### config.mk
export PLATFORM = sky130hd
export DESIGN_NAME = kbd_cmd_seq
export DESIGN_NICKNAME = d
export VERILOG_FILES = /design/src/rtl/kbd_cmd_pkg.sv /design/src/rtl/kbd_reply_timer.sv /design/src/rtl/kbd_reply_check.sv /design/src/rtl/kbd_cmd_seq.sv
export SDC_FILE = /design/constraint.sdc
export NUM_CORES = 1
export LEC_CHECK = 0
export BUFFER_PORTS_ARGS = -buffer_cell sky130_fd_sc_hd__buf_2
export CORE_UTILIZATION = 55
export DETAILED_ROUTE_END_ITERATION = 10
export GPL_TIMING_DRIVEN = 0
export PLACE_DENSITY = 0.79
export REMOVE_ABC_BUFFERS = 1
export SLEW_MARGIN = 15
export SYNTH_ARGS = -nofsm -noshare
export SYNTH_HDL_FRONTEND = slang
export SYNTH_HIERARCHICAL = 1
export SYNTH_SLANG_ARGS = --single-unit
### constraint.sdc
create_clock -name clk -period 2.6 [get_ports clk]
set_input_delay 0.52 -clock clk [delete_from_list [all_inputs] [get_ports clk]]
set_output_delay 0.52 -clock clk [all_outputs]
set_load 0.02 [all_outputs]
### src/rtl/kbd_cmd_pkg.sv
package kbd_cmd_pkg;

    typedef enum logic [1:0] {
        OP_LEDS   = 2'd0,
        OP_ECHO   = 2'd1,
        OP_RESEND = 2'd2,
        OP_RESET  = 2'd3
    } op_e;

    typedef enum logic [2:0] {
        ST_IDLE,
        ST_SEND_CMD,
        ST_WAIT_R1,
        ST_SEND_ARG,
        ST_WAIT_R2
    } st_e;

    typedef struct packed {
        op_e        op;
        logic [2:0] leds;
    } job_t;

    localparam logic [7:0] KB_ACK  = 8'hFA;
    localparam logic [7:0] KB_ECHO = 8'hEE;

    function automatic logic [7:0] op_byte(op_e op);
        case (op)
            OP_LEDS:   return 8'hED;
            OP_ECHO:   return 8'hEE;
            OP_RESEND: return 8'hFE;
            default:   return 8'hFF;
        endcase
    endfunction

    function automatic logic [7:0] first_reply(op_e op);
        return (op == OP_ECHO) ? KB_ECHO : KB_ACK;
    endfunction

    function automatic logic reply_is_free(op_e op);
        return op == OP_RESEND;
    endfunction

    function automatic logic [7:0] led_arg(logic [2:0] leds);
        return {5'b0, leds};
    endfunction

endpackage

### src/rtl/kbd_reply_timer.sv
module kbd_reply_timer #(
    parameter int TIMEOUT_CYCLES = 1_000_000
) (
    input  logic clk,
    input  logic rst,
    input  logic arm,
    input  logic run,
    output logic expired
);
    localparam int CW = $clog2(TIMEOUT_CYCLES + 1);
    localparam logic [CW-1:0] LOAD = CW'(TIMEOUT_CYCLES - 1);

    logic [CW-1:0] cnt;

    always_ff @(posedge clk) begin
        if (rst) begin
            cnt <= '0;
        end else if (arm) begin
            cnt <= LOAD;
        end else if (run && cnt != '0) begin
            cnt <= cnt - 1'b1;
        end
    end

    assign expired = run && (cnt == '0);

    AST_TIMER_RANGE: assert property (@(posedge clk) disable iff (rst)
        cnt <= LOAD);

endmodule

### src/rtl/kbd_reply_check.sv
module kbd_reply_check
    import kbd_cmd_pkg::*;
(
    input  op_e        op,
    input  logic       second,
    input  logic       rx_valid,
    input  logic [7:0] rx_byte,
    output logic       hit,
    output logic       miss
);
    logic good;

    always_comb begin
        if (second) good = (rx_byte == KB_ACK);
        else        good = reply_is_free(op) || (rx_byte == first_reply(op));
        hit  = rx_valid && good;
        miss = rx_valid && !good;
    end

endmodule

### src/rtl/kbd_cmd_seq.sv
module kbd_cmd_seq
    import kbd_cmd_pkg::*;
#(
    parameter int TIMEOUT_CYCLES = 1_000_000
) (
    input  logic       clk,
    input  logic       rst,
    input  logic       cmd_req,
    input  logic [1:0] cmd_sel,
    input  logic [2:0] led_bits,
    output logic       tx_valid,
    output logic [7:0] tx_byte,
    input  logic       tx_ready,
    input  logic       rx_valid,
    input  logic [7:0] rx_byte,
    output logic       busy,
    output logic       done,
    output logic       error
);
    st_e  state;
    job_t job;
    logic waiting, second, hit, miss, expired, xfer;

    assign waiting  = (state == ST_WAIT_R1) || (state == ST_WAIT_R2);
    assign second   = (state == ST_WAIT_R2);
    assign tx_valid = (state == ST_SEND_CMD) || (state == ST_SEND_ARG);
    assign tx_byte  = (state == ST_SEND_ARG) ? led_arg(job.leds) : op_byte(job.op);
    assign busy     = (state != ST_IDLE);
    assign xfer     = tx_valid && tx_ready;

    kbd_reply_timer #(.TIMEOUT_CYCLES(TIMEOUT_CYCLES)) u_timer (
        .clk     (clk),
        .rst     (rst),
        .arm     (xfer),
        .run     (waiting),
        .expired (expired)
    );

    kbd_reply_check u_check (
        .op       (job.op),
        .second   (second),
        .rx_valid (rx_valid && waiting),
        .rx_byte  (rx_byte),
        .hit      (hit),
        .miss     (miss)
    );

    always_ff @(posedge clk) begin
        if (rst) begin
            state <= ST_IDLE;
            job   <= '0;
            done  <= 1'b0;
            error <= 1'b0;
        end else begin
            done  <= 1'b0;
            error <= 1'b0;
            case (state)
                ST_IDLE: if (cmd_req) begin
                    job   <= '{op: op_e'(cmd_sel), leds: led_bits};
                    state <= ST_SEND_CMD;
                end
                ST_SEND_CMD: if (tx_ready) state <= ST_WAIT_R1;
                ST_SEND_ARG: if (tx_ready) state <= ST_WAIT_R2;
                ST_WAIT_R1, ST_WAIT_R2: begin
                    if (hit) begin
                        if (state == ST_WAIT_R1 && job.op == OP_LEDS) begin
                            state <= ST_SEND_ARG;
                        end else begin
                            state <= ST_IDLE;
                            done  <= 1'b1;
                        end
                    end else if (miss || expired) begin
                        state <= ST_IDLE;
                        error <= 1'b1;
                    end
                end
                default: state <= ST_IDLE;
            endcase
        end
    end

    AST_TX_HOLD: assert property (@(posedge clk) disable iff (rst)
        tx_valid && !tx_ready |=> tx_valid && $stable(tx_byte));
    AST_IDLE_QUIET: assert property (@(posedge clk) disable iff (rst)
        !busy |-> !tx_valid);
    AST_START_FROM_REQ: assert property (@(posedge clk) disable iff (rst)
        $rose(busy) |-> $past(cmd_req));
    AST_END_EXCL: assert property (@(posedge clk) disable iff (rst)
        !(done && error));
    AST_END_IDLE: assert property (@(posedge clk) disable iff (rst)
        (done || error) |-> !busy && $past(busy));
    AST_LED_UPPER_ZERO: assert property (@(posedge clk) disable iff (rst)
        tx_valid && $past(rx_valid) && $past(state == ST_WAIT_R1) |-> tx_byte[7:3] == 5'b0);

endmodule

# ---- Word-level counts from Yosys, hierarchy flattened
# Cells that the tools add are included.
# Widths: inputs -> output; s select.
dict set report word_totals {
  regBits 30
  input_bits 18
  output_inout_bits 12
  word_cells 61
}
dict set report classes {
  addsub 1
  eq_ne 12
  mux 15
  bitwise 2
  n_reduce_logical 24
}
# cell count
set op_table {}
lappend op_table {{$mux 20} 2}
lappend op_table {{$logic_not 20->1} 1}
lappend op_table {{$reduce_bool 20->1} 1}
lappend op_table {{$sub 20x1->20 const B} 1}
lappend op_table {{$mux 3} 5}
lappend op_table {{$pmux 5 s3} 1}
lappend op_table {{$pmux 3 s4} 1}
lappend op_table {{$eq 8x8->1} 1}
lappend op_table {{$eq 8x8->1 const B} 1}
lappend op_table {{$mux 8} 1}
lappend op_table {{$logic_and 1x1->1} 7}
lappend op_table {{$eq 3x2->1 const B} 2}
lappend op_table {{$ne 2x2->1 const B} 3}
lappend op_table {{$reduce_or 3->1} 2}
lappend op_table {{$mux 5} 1}
lappend op_table {{$logic_or 1x1->1} 4}
lappend op_table {{$reduce_and 4->1} 1}
lappend op_table {{$reduce_or 2->1} 2}
lappend op_table {{$eq 3x1->1 const B} 1}
lappend op_table {{$eq 3x3->1 const B} 1}
lappend op_table {{$logic_not 3->1} 1}
lappend op_table {{$mux 1} 3}
lappend op_table {{$ne 3x3->1 const B} 1}
lappend op_table {{$reduce_bool 3->1} 1}
lappend op_table {{8 further kinds} 9}

# ---- Longest topological paths before layout
dict set report depth {
  word_depth 11
  mapped_depth 10
  mapped_depth_nobuf 9
}

# ---- Cells and area by module
# The synthesis kept the hierarchy.
# mod n_inst cells_per_inst area_per_inst_um2 seq_area_each_um2
set modules_own_cells {}
lappend modules_own_cells {kbd_reply_timer 1 122 1057.3 400.4}
lappend modules_own_cells {kbd_cmd_seq 1 63 579.3 200.2}
lappend modules_own_cells {kbd_reply_check 1 11 82.6 0.0}

# ---- Least setup slack after synthesis
# Ideal clock, no wire load.
dict set report synth_timing {
  path_type {flip-flop to flip-flop}
  from {register state[1]}
  to {register state[1]}
  setup_time_ps 122
  t_arrival_ps 2068
  required_time_ps 2478
  path_slack_ps 410
  path_stages_with_launch 11
  path_buffers 2
  period_less_slack_ps 2190
  cell_sequence {dfxtp_1 buf_2 or2b_1 a21oi_1 nand4bb_1 clkbuf_1 or2_1 nor3_1 nor3_1 a211oi_1 nor4_1}
}
dict set report synth_via {
  elab_cells_between_ends 23
  classes_between {eq/ne (8); mux (4); reduce/logical (11)}
}
# item line_no
set synth_lines {}
lappend synth_lines {{start: declaration} kbd_cmd_seq.sv:20} ;# st_e state;
lappend synth_lines {{start signal: assignment} kbd_cmd_seq.sv:50} ;# state <= ST_IDLE;
lappend synth_lines {{start signal: assignment} kbd_cmd_seq.sv:60} ;# state <= ST_SEND_CMD;
lappend synth_lines {{start signal: assignment} kbd_cmd_seq.sv:62} ;# ST_SEND_CMD: if (tx_ready) state <= ST_WAIT_R1;
lappend synth_lines {{$eq 3x2->1 / $eq 3x3->1 (equally long branches)} kbd_cmd_seq.sv:24} ;# assign waiting = (state == ST_WAIT_R1) || (state == ST_WAIT_R2);
lappend synth_lines {{$logic_or 1x1->1 (*)} kbd_cmd_seq.sv:24}
lappend synth_lines {{net waiting} kbd_cmd_seq.sv:22} ;# logic waiting, second, hit, miss, expired, xfer;
lappend synth_lines {{$logic_and 1x1->1 (*)} kbd_reply_timer.sv:25} ;# assign expired = run && (cnt == '0);
lappend synth_lines {{net expired} kbd_cmd_seq.sv:22}
lappend synth_lines {{$logic_or 1x1->1 (*)} kbd_cmd_seq.sv:72} ;# end else if (miss || expired) begin
lappend synth_lines {{$ne 3x3->1 (no source line) (*)} --}
lappend synth_lines {{$reduce_and 4->1 (no source line) (*)} --}
# The timed path passes the listed nets; every way through them passes the cells marked *.
# A chain may end at the register's enable or synchronous reset.

# ---- Worst setup path after layout
dict set report layout_timing {
  from {register state[2]}
  to {register state[1]}
}
# The elaborated chain is that of the path after synthesis.

==> impl_results.md <==
* Leak Pwr at 0.000729 µW
* CTS Buf Count at 5
* Syn-to-layout area delta at 10.6%
* Synthesized instance count at 196
* Post-synth ARST share at 0%
* Worst Setup End Kind: register
* Startpoint Class: register
* PD cells at 615 mW/mm²
* Rel. slew slack at 65.6%
* Area contributors post-synth: dfxtp_1 35%, nor2_1 3.9%, a21oi_1 3.8%
* Yosys top cell by area: dfxtp_1
* Core area at 0.00285 mm²
* Failing checks: DRC
* Vias at 1561
* P_sw at 405 µW
* IO buf count at 29
* Slew Limit Fails at 0
* Place WS at -0.167 ns
* I/O pin cnt at 30
* Post-synthesis sequential area ratio at 34.9%
* Minimum clock period at 2.35 ns
* Final TNS setup at 0 ns
* Hold path cells at 3
* Max clock buf depth at 2
* Number of diodes at 0
* Most used cell along the critical path: nor3_1
* Most common library cells after synthesis: 30 x dfxtp_1, 18 x nor2_1, 13 x a21oi_1, 9 x o21ai_0, 8 x or3_1
* Clock sink count at 30
* Drt wl/cell at 15.0 µm
* Final ANT Viol Nets at 0
* Hold Buf Count CTS at 0
* Run status: complete, but fails checks
* Worst R2R Path Depth at 8
* RSZ-0062 raised after global routing: false
* GRT Total Usage at 25.4%
* Yosys warnings at 6
* Levels on crit path at 8
* CP max FO at 9
* Starting Density at 60.3%
* Width of the die at 57.9 µm
* # DRC at 1
* Chip Height at 57.9 µm
* Top layer used by detailed routing: met4
* Die footprint at 0.00335 mm²
* Final clock skew at 0.00742 ns
* CTS HTree Levels at 2
* Critical path type: register to register
* Hold Fails Final Rpt at 0
* First-pass GRT wire length at 6530 µm
* Reg clk slew, reported paths at 0.08 ns
* Hold WC Path Type: primary input to register
* Fin area at 0.00190 mm²
* Number of synthesized flops with an enable pin at 0
* Slew at the pin closest to its max-slew limit at 0.515 ns
* Clk network pwr share at 23.3%
* Vias in the first global route at 1440
* Count leader, synth: dfxtp_1
* DRT met1 WL at 1740 µm
* Placed cell areas at 0.00183 mm²
* WP buf/inv at 0
* Worst EP required at 2.80 ns
* Met3 wire len at 137 µm
* Peak supply drop at 407 µV
* Mapped Area at 0.00172 mm²
* WL final at 3770 µm
* Max-Cap Viols at 0
* Sequential share of power at 47.3%
* Mapped Avg Cell Area at 8.77 µm²
* Post-synthesis cell type count at 58
* Initial antenna violation count at 0
* Fillers at 238
* Initial drt markers at 56
* Synthesized flop and latch total at 30
* Average via count per standard cell at 6.22
* Main flop type after synthesis: dfxtp_1
* Top-area cell type share of the netlist area at 34.9%
* CP top delay family: simple AND/OR/NAND/NOR gates
* Crit-path cells: or2b_1 -> a21oi_4 -> nand4bb_2 -> or2_1 -> nor3_1 -> nor3_1 -> a211oi_1 -> nor4_1
* DP HPWL at 2730 µm
* Share of layout cells above drive strength 1 at 22.7%
* Fmax at 0.425 GHz
* Crit-path slowest cell: dfxtp_2
* Sw Share at 34.6%
* # setup viols final at 0
* Cell Int Power at 766 µW
* Final worst setup slack at 0.248 ns
* CTS tree: yes
* DR pass1 iterations at 7
* Hold slack final at 0.430 ns
* Row cnt at 19
* Final period util at 90.5%
* GPL Wtd Cong at 0.870
* Clk_lat worst skew at 0.33 ns
* Arr. time, crit path at 2.55 ns
* Gr ovfl total at 0
* Met2 Wirelength at 1850 µm
* Largest net degree at the start of global routing at 24
* CP peak stage delay at 0.41 ns
* Comb power frac at 29.4%
* NumNets Final at 243
* Root Driver: clkbuf_4
worst reg2reg max path: stages (launching register included):
cell and delay [ns]:
dfxtp_2 0.41, or2b_1 0.29, a21oi_4 0.23, nand4bb_2 0.28, or2_1 0.32, nor3_1 0.27
nor3_1 0.13, a211oi_1 0.22, nor4_1 0.08
layer usage:
metal / track usage [%] / vias up
met3: 7.14 / 4
met2: 41.9 / 23
li1: - / 781
met4: 8.50 / 0
met1: 32.0 / 753
met5: 0 / -
final cells by class:
cell class,count,area [µm²],area share (%)
Tap cell,31,38.8,2.04
Inverter,6,22.5,1.18
Sequential cell,30,603,31.7
Timing Repair Buffer,29,145,7.63
Clock buffer,6,51.3,2.70
Multi-Input combinational cell,149,1040,54.7
final timing paths:
check | start | endpoint | slack [ns]
setup / recovery | state[2] | state[1] | 0.25
hold / removal | cmd_sel[0] | job[3] | 0.43
setup reg to reg | state[2] | state[1] | 0.25
hold reg to reg | job[2] | job[2] | 0.51
power by group through the flow:
| stage | combinational (µW) | clock, µW | sequential [µW] |
|---|---|---|---|
| floorplan | 255 | 0 | 549 |
| global placement | 320 | 0 | 558 |
| detailed placement | 333 | 0 | 562 |
| CTS | 339 | 277 | 552 |
| global route | 388 | 299 | 561 |
| finish | 344 | 272 | 554 |
kinds of logic after synthesis:
logic type	count (synthesis)	share of synthesized area, %
AOI/OAI and AO/OA	48	18.2
DFF	30	34.9
muxes	6	3.49
adders and majority gates	4	2.91
buffers and inverters	17	5.46
xor gates and xnor gates	5	2.55
and+or+nand+nor	86	32.5
cells in the final DEF, fill, tap and decap left out, drive strengths merged, types with 2 or more instances in the layout:
cell,count
nor3,8
a311oi,2
nand4,2
xnor2,4
a21oi,13
o21ai,10
clkbuf,6
nor2,18
o21a,2
o31ai,5
mux2i,6
nand2,6
a31oi,7
or4,6
dfxtp,30
inv,5
or3,8
and2,2
or2,6
ha,4
buf,29
a2111oi,2
nor4b,3
nor3b,4
nand2b,5
or2b,2
nor4,7
flip-flops by register name, indices dropped and copies added, names as in the netlist:
register,count
u_timer/cnt,20
done,1
error,1
job,5
state,3
stage by stage:
stage / std cells / power [µW] / utilization, %
global placement: 245 / 878 / 64.2
global route: 251 / 1250 / 66.7
detailed placement: 245 / 895 / 64.2
floorplan: 185 / 804 / -
CTS: 251 / 1170 / 66.3
finish: 251 / 1170 / 66.7
what timing repair did:
action | 4_1_cts | 5_1_grt
resized for setup | 2 | 3
buffers inserted | 0 | 0
pin swaps | 1 | 0
endpoints found under the setup margin | 3 | 2
(Power assumes the default switching activity.)
